### src/rtl/phy_bridge_pkg.sv
package phy_bridge_pkg;
  localparam int WORD_W   = 32;
  localparam int PHY_AW   = 4;
  localparam int PHY_DW   = 8;
  // word[31] is bit 0 of the register
  localparam int RD_STB   = WORD_W - 1;
  localparam int WR_STB   = WORD_W - 2;
  localparam int CMD_A_LO = 24;
  localparam int CMD_D_LO = CMD_A_LO - PHY_DW;
  localparam int RX_D_LO  = 0;
  localparam int RX_A_LO  = RX_D_LO + PHY_DW;
  localparam logic [WORD_W-1:0] RSV_MASK = 32'h3000_F000;

  typedef enum logic {REQ_READ = 1'b0, REQ_WRITE = 1'b1} req_kind_e;

  typedef struct packed {
    logic              rd_pend;
    logic              wr_pend;
    logic [PHY_AW-1:0] addr;
    logic [PHY_DW-1:0] data;
  } cmd_t;

  typedef struct packed {
    logic [PHY_AW-1:0] addr;
    logic [PHY_DW-1:0] data;
  } rsp_t;

  function automatic logic [WORD_W-1:0] pack_word(cmd_t c, rsp_t r);
    logic [WORD_W-1:0] w;
    w = '0;
    w[RD_STB] = c.rd_pend;
    w[WR_STB] = c.wr_pend;
    w[CMD_A_LO +: PHY_AW] = c.addr;
    w[CMD_D_LO +: PHY_DW] = c.data;
    w[RX_A_LO +: PHY_AW]  = r.addr;
    w[RX_D_LO +: PHY_DW]  = r.data;
    return w;
  endfunction
endpackage

### src/rtl/phy_cmd_reg.sv
module phy_cmd_reg
  import phy_bridge_pkg::*;
(
  input  logic              clk_i,
  input  logic              rst_ni,
  input  logic              wr_en_i,
  input  logic [WORD_W-1:0] wdata_i,
  input  logic              accept_i,
  input  logic              accept_wr_i,
  output cmd_t              cmd_o
);
  cmd_t cmd_q;
  logic busy;

  assign busy  = cmd_q.rd_pend | cmd_q.wr_pend;
  assign cmd_o = cmd_q;

  always_ff @(posedge clk_i or negedge rst_ni) begin
    if (!rst_ni) begin
      cmd_q <= '0;
    end else if (wr_en_i && !busy) begin
      // idle: nothing can be accepted this cycle
      cmd_q.rd_pend <= wdata_i[RD_STB];
      cmd_q.wr_pend <= wdata_i[WR_STB];
      cmd_q.addr    <= wdata_i[CMD_A_LO +: PHY_AW];
      cmd_q.data    <= wdata_i[CMD_D_LO +: PHY_DW];
    end else if (accept_i) begin
      if (accept_wr_i) cmd_q.wr_pend <= 1'b0;
      else             cmd_q.rd_pend <= 1'b0;
    end
  end
endmodule

### src/rtl/phy_req_arb.sv
module phy_req_arb
  import phy_bridge_pkg::*;
(
  input  cmd_t              cmd_i,
  input  logic              ready_i,
  output logic              valid_o,
  output req_kind_e         kind_o,
  output logic [PHY_AW-1:0] addr_o,
  output logic [PHY_DW-1:0] data_o,
  output logic              accept_o,
  output logic              accept_wr_o
);
  always_comb begin
    valid_o     = cmd_i.rd_pend | cmd_i.wr_pend;
    kind_o      = cmd_i.rd_pend ? REQ_READ : REQ_WRITE;  // read wins
    addr_o      = cmd_i.addr;
    data_o      = cmd_i.data;
    accept_o    = valid_o & ready_i;
    accept_wr_o = (kind_o == REQ_WRITE);
  end
endmodule

### src/rtl/phy_rsp_reg.sv
module phy_rsp_reg
  import phy_bridge_pkg::*;
(
  input  logic              clk_i,
  input  logic              rst_ni,
  input  logic              rsp_valid_i,
  input  logic [PHY_AW-1:0] rsp_addr_i,
  input  logic [PHY_DW-1:0] rsp_data_i,
  input  logic              ack_i,
  output rsp_t              rsp_o,
  output logic              irq_o
);
  rsp_t rsp_q;
  logic irq_q;

  always_ff @(posedge clk_i or negedge rst_ni) begin
    if (!rst_ni) begin
      rsp_q <= '0;
      irq_q <= 1'b0;
    end else if (rsp_valid_i) begin
      rsp_q.addr <= rsp_addr_i;
      rsp_q.data <= rsp_data_i;
      irq_q      <= 1'b1;  // new info beats ack
    end else if (ack_i) begin
      irq_q <= 1'b0;
    end
  end

  assign rsp_o = rsp_q;
  assign irq_o = irq_q;
endmodule

### src/rtl/phy_reg_bridge.sv
module phy_reg_bridge
  import phy_bridge_pkg::*;
#(
  parameter int              HOST_AW    = 8,
  parameter logic [HOST_AW-1:0] REG_OFFSET = 8'h24
) (
  input  logic               clk_i,
  input  logic               rst_ni,
  input  logic               host_wr_i,
  input  logic [HOST_AW-1:0] host_addr_i,
  input  logic [WORD_W-1:0]  host_wdata_i,
  output logic [WORD_W-1:0]  host_rdata_o,
  input  logic               irq_ack_i,
  output logic               irq_o,
  output logic               req_valid_o,
  input  logic               req_ready_i,
  output logic               req_is_write_o,
  output logic [PHY_AW-1:0]  req_addr_o,
  output logic [PHY_DW-1:0]  req_data_o,
  input  logic               rsp_valid_i,
  input  logic [PHY_AW-1:0]  rsp_addr_i,
  input  logic [PHY_DW-1:0]  rsp_data_i
);
  logic      sel, wr_en, accept, accept_wr;
  cmd_t      cmd;
  rsp_t      rsp;
  req_kind_e kind;

  assign sel   = (host_addr_i == REG_OFFSET);
  assign wr_en = host_wr_i & sel;

  phy_cmd_reg u_cmd (
    .clk_i       (clk_i),
    .rst_ni      (rst_ni),
    .wr_en_i     (wr_en),
    .wdata_i     (host_wdata_i),
    .accept_i    (accept),
    .accept_wr_i (accept_wr),
    .cmd_o       (cmd)
  );

  phy_req_arb u_arb (
    .cmd_i       (cmd),
    .ready_i     (req_ready_i),
    .valid_o     (req_valid_o),
    .kind_o      (kind),
    .addr_o      (req_addr_o),
    .data_o      (req_data_o),
    .accept_o    (accept),
    .accept_wr_o (accept_wr)
  );

  phy_rsp_reg u_rsp (
    .clk_i       (clk_i),
    .rst_ni      (rst_ni),
    .rsp_valid_i (rsp_valid_i),
    .rsp_addr_i  (rsp_addr_i),
    .rsp_data_i  (rsp_data_i),
    .ack_i       (irq_ack_i),
    .rsp_o       (rsp),
    .irq_o       (irq_o)
  );

  assign req_is_write_o = (kind == REQ_WRITE);
  assign host_rdata_o   = sel ? pack_word(cmd, rsp) : '0;
endmodule

### config.mk
export PLATFORM = sky130hd
export DESIGN_NAME = phy_reg_bridge
export DESIGN_NICKNAME = d
export VERILOG_FILES = /design/src/rtl/phy_bridge_pkg.sv /design/src/rtl/phy_cmd_reg.sv /design/src/rtl/phy_req_arb.sv /design/src/rtl/phy_rsp_reg.sv /design/src/rtl/phy_reg_bridge.sv
export SDC_FILE = /design/constraint.sdc
export NUM_CORES = 1
export LEC_CHECK = 0
export ABC_AREA = 1
export BUFFER_PORTS_ARGS = -buffer_cell sky130_fd_sc_hd__buf_4
export CAP_MARGIN = 20
export CORE_UTILIZATION = 43
export CTS_CLUSTER_SIZE = 20
export DETAILED_ROUTE_END_ITERATION = 10
export PLACE_DENSITY = 0.81
export SLEW_MARGIN = 20
export SYNTH_ARGS = -nofsm -noshare
export SYNTH_HDL_FRONTEND = slang
export SYNTH_SLANG_ARGS = --single-unit
### constraint.sdc
create_clock -name clk_i -period 1.4 [get_ports clk_i]
set_clock_uncertainty 0.2 [all_clocks]
set_input_delay 0.07 -clock clk_i [delete_from_list [all_inputs] [get_ports clk_i]]
set_output_delay 0.07 -clock clk_i [all_outputs]
set_load 0.02 [all_outputs]
==> results of run 1 <==
## timing repair
item	4_1_cts	5_1_grt
gates resized for setup	1	0
setup endpoints to repair	12	11
hold endpoints to repair	54	0
hold buffers	30	0
cloned	0	0
## critical path: cells and delay by family (launching register included)
kind	cells	cell delay [ns]
simple gates	4	0.35
flops	1	0.40
buf+inv	2	0.32
## power by group through the flow
stage / Combinational (mW) / Sequential (mW) / Clock, mW
finish: 0.370 / 0.851 / 0.428
global route: 0.409 / 0.858 / 0.497
CTS: 0.366 / 0.850 / 0.452
detailed placement: 0.298 / 0.866 / 0
global placement: 0.291 / 0.864 / 0
floorplan: 0.183 / 0.863 / 0
## cells in the mapped netlist
cell	count	area share, %
nor2_4	21	14
dfrtp_1	27	40
nor2_8	1	1.2
nand2_2	2	0.75
buf_4	18	8.1
nand2_1	43	9.7
inv_1	34	7.6
buf_2	1	0.30
inv_6	1	0.52
nor2_1	10	2.2
nand3_1	14	4.2
inv_2	2	0.45
o21ai_0	13	3.9
o21bai_1	1	0.45
clkbuf_1	2	0.45
nor2_2	1	0.37
buf_12	2	2.4
conb_1	1	0.22
nand3_2	2	1.2
buf_6	2	1.3
## cell type report
class / count / area share, %
clock inverters: 1 / 0.199
flip-flops and latches: 27 / 26.9
well taps: 48 / 2.39
repair buffers: 112 / 36.4
clock buffers: 3 / 1.64
multi-input cells: 114 / 26.7
inverters: 37 / 5.72
## worst max path at each step
| stage | startpoint | end | slack (ns) |
|---|---|---|---|
| finish | u_cmd.cmd_o[12] | u_cmd.cmd_o[7] | 0.05 |
| detailed placement | u_cmd.cmd_o[12] | u_cmd.cmd_o[7] | -0.03 |
| global placement | u_cmd.cmd_o[12] | u_cmd.cmd_o[3] | 0.001 |
| CTS | u_cmd.cmd_o[12] | u_cmd.cmd_o[7] | 0.05 |
| global route | u_cmd.cmd_o[13] | u_cmd.cmd_o[2] | -0.04 |
| floorplan | u_cmd.cmd_o[13] | u_cmd.cmd_o[0] | -0.001 |
## registers in the layout, indices dropped and copies added, names as in the netlist
name and flops:
u_rsp.irq_o 1, u_cmd.cmd_o 14, u_rsp.rsp_o 12
## cells by family (layout without fill, tap and decap cells)
logic type | Yosys count | after routing
DFF | 27 | 27
AOI/OAI and AO/OA | 14 | 14
buffers and inverters | 62 | 153
other | 1 | 6
and+or+nand+nor | 94 | 94
## routing by layer
| layer | wire [microns] | up-vias |
|---|---|---|
| met5 | 0 | - |
| met4 | 18 | 0 |
| met3 | 254 | 2 |
| met2 | 2030 | 58 |
| met1 | 1690 | 649 |
| li1 | - | 748 |
## through the flow
| stage | area, sq um | total power [mW] | hold slack, ns | worst slack (ns) | TNS, ns |
|---|---|---|---|---|---|
| after CTS | 2510 | 1.67 | 0.0591 | 0.0544 | 0 |
| after global placement | 2160 | 1.16 | -0.197 | 0.00145 | 0 |
| after floorplan | 1690 | 1.05 | -0.426 | -0.00129 | -0.0127 |
| after detailed placement | 2160 | 1.16 | -0.193 | -0.0308 | -0.0974 |
| after global routing | 2510 | 1.76 | 0.0892 | -0.0374 | -0.192 |
| final | 2510 | 1.65 | 0.0750 | 0.0512 | 0 |
==> impl_metrics.toml, run 1 <==
[run_status]
status = "finished clean"

[finish]
regArea_sq_um = 676
stdcell_count = 342
layout_common_cells = "buf_4, nand2_1, inv_1, dlygate4sd3_1, dfrtp_1"
drive_gt1_share_pct = 39.5
num_antenna_cells = 0
nets = 353
multi_input_area_sq_um = 672
syn2layout_area_growth_pct = 50.5
fillers = 299
fin_util_pct = 68.1
final_common_cell = "buf_4"

[synth]
syn_inst = 198
seq_area_frac_synth_pct = 40.4
synth_mux_area_share_pct = 0
synth-simple-area-share_pct = 33.8
synth_top_family_by_area = "simple AND/OR/NAND/NOR gates"
ys_ff_latch = 27
yosysWarnings = 0
synth.avg_cell_area_sq_um = 8.44
synth-adder-area-share_pct = 0
synth_xor_area_share_pct = 0
synth_compound_area_share_pct = 4.34
syn_area_sq_um = 1670
synth_cell_type_count = 20

[placed_design]
io_buffer_count = 80
routabilityCongestion = 0.718
dp_hpwl_microns = 2350
placedCellCount = 308

[clock_network]
clock-sinks = 27
cts_setup_buffers = 0
cts.clk_slew.worst_paths_ns = 0.09
clkLatencyLatePin_ns = 0.27
clk_path_buf_depth = 2
cts-root-buf = "clkbuf_8"
cts_tree = "built"
numCtsBuffers = 3
cts_max_level = 1

[global_route]
use_met2_pct = 39.2
track_usage_pct = 21.6
gr-usage-met1_pct = 26.0
grt_pass1_wl_microns = 6960
grt_overflow_total = 0
antenna_found_initial = 0
gr-usage-met3_pct = 3.75
grt_pass1_vias = 1462
gr-max-usage-layer = "met2"
grt_max_degree = 28

[routing]
wl_per_cell_microns = 11.7
drtIter0Drc = 84
dr.pass1.iters = 4
via_per_inst = 4.26
routed_wl_microns = 3990
drtAntennaViolNets = 0
num_vias = 1457
route.detailed.drc = 0

[setup_path]
worstRegToRegCells = 6
slowest_delay_ns = 0.40
reg2reg_from = "u_cmd.cmd_o[12]"
worstPathCellList = "inv_2, nand2_4, nor2_4, buf_4, nand3_1, nand2_1"
crit_required_ns = 1.41
crit_slowest_cell = "dfrtp_1"
path_class = "flip-flop to flip-flop"
worst_r2r_endpoint = "u_cmd.cmd_o[7]"
cp.arrival_ns = 1.35
r2r_slack_ns = 0.05
end_kind = "flip-flop"
cp-start-kind = "flip-flop"
path_max_fanout = 14

[sta]
finalSetupViolations = 0
drv_slew = 0
min_period_ns = 1.35
fin_crit_sh_pct = 96.3
grt_setup_unrepaired = "yes"
max_freq_mhz = 741
final-hold-violation-count = 0

[die]
dieArea_sq_um = 4140
rows = 22
die_h_microns = 64.3
start_util_pct = 45.3
core_sq_um = 3690
io_pins = 105
die_w_microns = 64.3

[power_and_ir_drop]
switchingPower_mw = 0.440
p_per_area_nw_per_um2 = 656
swShare_pct = 26.7
intPower_mw = 1.21
sequentialPowerShare_pct = 51.6
clkPwrFrac_pct = 26.0
power_frac_comb_pct = 22.4
power.leakage_nw = 1.31
vdd.ir_drop.worst_uv = 328

[job]
drv_cap = 0

[worst_hold_path]
hold_class = "input port to asynchronous set/reset pin"
Power figures use the tool's default switching activity.
==> run 2, diff against run 1 <==
--- a/config.mk
+++ b/config.mk
@@ -6,7 +6,7 @@
 export NUM_CORES = 1
 export LEC_CHECK = 0
 export ABC_AREA = 1
-export BUFFER_PORTS_ARGS = -buffer_cell sky130_fd_sc_hd__buf_4
+export BUFFER_PORTS_ARGS = -buffer_cell sky130_fd_sc_hd__buf_2
 export CAP_MARGIN = 20
 export CORE_UTILIZATION = 43
 export CTS_CLUSTER_SIZE = 20
==> impl_metrics.toml, run 2 (synthesis results as in run 1) <==
[clock_network]
cts-root-buf = "clkbuf_8"
clk_path_buf_depth = 2
clock-sinks = 27
clkLatencyLatePin_ns = 0.27
cts.clk_slew.worst_paths_ns = 0.10
cts_tree = "built"
cts_max_level = 1
numCtsBuffers = 3

[placed_design]
io_buffer_count = 80
routabilityCongestion = 0.695
dp_slack_ns = -0.00565
dp_hpwl_microns = 2340

[routing]
routed_wl_microns = 3970
drtIter0Drc = 42
dr.pass1.iters = 4
drtAntennaViolNets = 0
wl_per_cell_microns = 11.4
num_vias = 1508
via_per_inst = 4.33
route.detailed.drc = 0

[global_route]
grt_pass1_vias = 1482
antenna_found_initial = 0
gr-max-usage-layer = "met2"
grt_overflow_total = 0
grt_pass1_wl_microns = 6420
gr-usage-met3_pct = 2.86
grt_max_degree = 28
gr-usage-met1_pct = 24.0
use_met2_pct = 36.7
track_usage_pct = 20.0

[die]
core_sq_um = 3690
start_util_pct = 45.3
dieArea_sq_um = 4140
die_w_microns = 64.3
io_pins = 105
die_h_microns = 64.3
rows = 22

[finish]
num_antenna_cells = 0
nets = 359
final_common_cell = "buf_2"
syn2layout_area_growth_pct = 43.7
largest_reg_flops = 14
layout_common_cells = "buf_2, nand2_1, inv_1, dlygate4sd3_1, dfrtp_1"
fin_util_pct = 65.1
drive_gt1_share_pct = 41.7

[sta]
setup_ws_ns = 0.0390
finalSetupViolations = 0
grt_setup_unrepaired = "yes"
drv_slew = 0
tightest_slew_ns = 0.601
relSlewSlack_pct = 59.9
max_freq_mhz = 735
min_period_ns = 1.36
final-hold-violation-count = 0
fin_crit_sh_pct = 97.2

[worst_hold_path]
hold_class = "input port to flip-flop"

[power_and_ir_drop]
power_frac_comb_pct = 20.7
sequentialPowerShare_pct = 51.6
intPower_mw = 1.19
p_per_area_nw_per_um2 = 688
vdd.ir_drop.worst_uv = 341
clkPwrFrac_pct = 27.7
swShare_pct = 28.2
switchingPower_mw = 0.466
power.leakage_nw = 1.31

[setup_path]
path_max_fanout = 6
crit_required_ns = 1.37
cp.arrival_ns = 1.33
end_kind = "flip-flop"
path_class = "flip-flop to flip-flop"
cp-start-kind = "flip-flop"

[run_status]
status = "finished clean"

[job]
drv_cap = 0
## run 2: cell count changes in the layout (fill, tap and decap cells not counted), sizes merged
cell and change:
clkinv -1, dlygate4sd3 -1, clkbuf +1, clkinvlp +1, buf +5, nand3 +1
## run 2: repair_timing
item | CTS | global route
endpoints found under the hold margin | 54 | 0
buffers inserted | 0 | 5
setup endpoints to repair | 12 | 14
resized for setup | 1 | 7
gates cloned | 0 | 2
hold buffers | 29 | 0
## run 2: cell type report
cell class	instances	area [sq um]
Sequential cell	27	676
Clock inverter	1	7.51
Fill cell	317	1290
Timing Repair Buffer	117	786
Tap cell	48	60.1
Clock buffer	3	41.3
Inverter	37	144
Multi-Input combinational cell	115	687
## run 2: worst max-delay path, stage by stage (launching register included)
cell     delay [ns]
dfrtp_1        0.40
inv_2          0.09
nand2_4        0.06
nor2_4         0.12
buf_6          0.12
nand3_4        0.11
nand2_1        0.09
nand2_1        0.05
## run 2: worst paths after layout
check | slack (ns) | end | from | cells past startpoint
max | 0.04 | u_cmd.cmd_o[6] | u_cmd.cmd_o[13] | 7
min reg2reg | 0.32 | u_cmd.cmd_o[3] | u_cmd.cmd_o[3] | 2
min in group asynchronous | 0.13 | u_rsp.rsp_o[4] | rst_ni | 2
max in group asynchronous | 0.47 | u_rsp.rsp_o[0] | rst_ni | 2
min | 0.01 | u_rsp.rsp_o[6] | rsp_valid_i | 3
max reg2reg | 0.04 | u_cmd.cmd_o[6] | u_cmd.cmd_o[13] | 7
## run 2: power groups by stage
stage                     Clock, mW  Combinational (mW)  Sequential, mW
after global routing          0.514               0.378           0.858
final                         0.458               0.342           0.852
after global placement            0               0.250           0.863
after CTS                     0.473               0.320           0.851
after detailed placement          0               0.256           0.866
after floorplan                   0               0.183           0.863
## run 2: layer usage
metal  routed length, microns  vias to the layer above
li1                         -                      767
met1                     1710                      675
met4                       29                        0
met2                     2030                       62
met3                      207                        4
met5                        0                        -
## run 2: stage by stage
step           setup TNS (ns)  cells  total power [mW]  area, sq um  hold slack [ns]
5_1_grt                -0.424    348              1.75         2400           0.0324
6_report                    0    348              1.65         2400           0.0117
3_3_place_gp          -0.0117    308              1.11         1960          -0.0831
2_1_floorplan         -0.0127    203              1.05         1690           -0.426
3_5_place_dp         -0.00851    308              1.12         1960          -0.0853
4_1_cts                     0    341              1.64         2310           0.0152
==> run 3, diff against run 2 <==
--- a/config.mk
+++ b/config.mk
@@ -12,6 +12,8 @@
 export CTS_CLUSTER_SIZE = 20
 export DETAILED_ROUTE_END_ITERATION = 10
 export PLACE_DENSITY = 0.81
+export RECOVER_POWER = 100
+export SKIP_CTS_REPAIR_TIMING = 1
 export SLEW_MARGIN = 20
 export SYNTH_ARGS = -nofsm -noshare
 export SYNTH_HDL_FRONTEND = slang
==> impl_metrics.toml, run 3 (synthesis results as in run 1) <==
[placed_design]
dp_slack_ns = -0.00565
dp_hpwl_microns = 2340
routabilityCongestion = 0.695
io_buffer_count = 80
placed_cell_area_sq_um = 1960
placedCellCount = 308

[finish]
multi_input_area_sq_um = 694
nets = 355
drive_gt1_share_pct = 36.5
final_common_cell = "buf_2"
fillers = 327
largest_reg_flops = 14
stdcell_count = 344
fin_util_pct = 63.5
syn2layout_area_growth_pct = 40.2
final_area_sq_um = 2340
regArea_sq_um = 676
num_antenna_cells = 0
layout_common_cells = "buf_2, nand2_1, inv_1, dlygate4sd3_1, dfrtp_1"

[setup_path]
crit_slowest_cell = "dfrtp_1"
path_max_fanout = 6
path_class = "flip-flop to flip-flop"
worstRegToRegCells = 6
slowest_delay_ns = 0.40
end_kind = "flip-flop"
path_buf_inv = 1
crit_path_frequent_cell = "nand2_1"
worst-path-stages = 6
crit_required_ns = 1.37
worstPathCellList = "inv_2, nand2_4, nor2_4, nand3_4, nand2_1, nand2_1"
cp.arrival_ns = 1.32
cp-start-kind = "flip-flop"
cp_top_family = "simple AND/OR/NAND/NOR gates"

[routing]
num_vias = 1486
wl_met3_microns = 182
drtAntennaViolNets = 0
wl_per_cell_microns = 11.6
dr.pass1.iters = 4
via_per_inst = 4.32
drtIter0Drc = 56
route.detailed.drc = 0
top_layer_used = "met4"
wl_met1_microns = 1770
routed_wl_microns = 3990
dr_wl_met2_microns = 2010

[sta]
min_period_ns = 1.35
relSlewSlack_pct = 55.2
drv_slew = 0
final-hold-violation-count = 0
finalSetupViolations = 0
holdWs_ns = 0.0191
grt_setup_unrepaired = "yes"
fin_crit_sh_pct = 96.6
setup_ws_ns = 0.0475
tightest_slew_ns = 0.673
max_freq_mhz = 739

[die]
rows = 22
die_h_microns = 64.3
io_pins = 105
start_util_pct = 45.3
core_sq_um = 3690
die_w_microns = 64.3
dieArea_sq_um = 4140

[run_status]
status = "finished clean"

[power_and_ir_drop]
intPower_mw = 1.17
vdd.ir_drop.worst_uv = 339
swShare_pct = 28.6
clkPwrFrac_pct = 28.1
power.leakage_nw = 1.23
p_per_area_nw_per_um2 = 698
sequentialPowerShare_pct = 52.1
switchingPower_mw = 0.467
power_frac_comb_pct = 19.8

[worst_hold_path]
hold_class = "input port to flip-flop"
whs_path_depth = 3

[clock_network]
numCtsBuffers = 3
cts_tree = "built"
clk_path_buf_depth = 2
cts_max_level = 1
clock-sinks = 27
clkLatencyLatePin_ns = 0.28
cts.clk_slew.worst_paths_ns = 0.10
cts-root-buf = "clkbuf_8"

[global_route]
grt_pass1_vias = 1230
grt_overflow_total = 0
grt_pass1_wl_microns = 5430
grt_max_degree = 28
track_usage_pct = 16.8
antenna_found_initial = 0

[job]
drv_cap = 0
## run 3: cell count changes in the layout (fill, tap and decap cells not counted)
cell       delta
buf_2        -14
clkbuf_1     +13
buf_4         -2
buf_6         -1
clkbuf_16     -1
clkbuf_2      +1
nand3_2       -1
nand3_4       +1
## run 3: final timing paths
check	from	end	slack (ns)
min reg2reg	u_cmd.cmd_o[4]	u_cmd.cmd_o[4]	0.32
max	u_cmd.cmd_o[13]	u_cmd.cmd_o[5]	0.05
min	rsp_valid_i	u_rsp.rsp_o[6]	0.02
min in group asynchronous	rst_ni	u_rsp.rsp_o[5]	0.16
max in group asynchronous	rst_ni	u_rsp.rsp_o[0]	0.40
max reg2reg	u_cmd.cmd_o[13]	u_cmd.cmd_o[5]	0.05
## run 3: final cells by class
cell class / instances / share of cell area (%)
Timing Repair Buffer: 113 / 30.7
Multi-Input combinational cell: 115 / 29.7
Sequential cell: 27 / 28.9
Inverter: 37 / 6.15
Tap cell: 48 / 2.57
Clock buffer: 3 / 1.76
Clock inverter: 1 / 0.321
## run 3: power groups by stage
stage,combinational (mW),sequential [mW],clock (mW)
after floorplan,0.183,0.863,0
after global placement,0.250,0.863,0
after detailed placement,0.256,0.866,0
after CTS,0.257,0.851,0.473
after global routing,0.359,0.859,0.514
final,0.323,0.852,0.460
## run 3: worst min-delay path, stage by stage
cell	delay, ns
buf_2	0.22
nand2_1	0.09
o21ai_0	0.07
## run 3: through the flow
step / setup TNS (ns) / total power [mW]
after floorplan: -0.0127 / 1.05
after global placement: -0.0117 / 1.11
after detailed placement: -0.00851 / 1.12
after CTS: -0.252 / 1.58
after global routing: -0.308 / 1.73
final: 0 / 1.64
## run 3: metal layers
| layer | track usage, % | vias up |
|---|---|---|
| met2 | 27.6 | 60 |
| met5 | 0 | - |
| met1 | 22.3 | 663 |
| met3 | 3.21 | 4 |
| li1 | - | 759 |
| met4 | 5.00 | 0 |
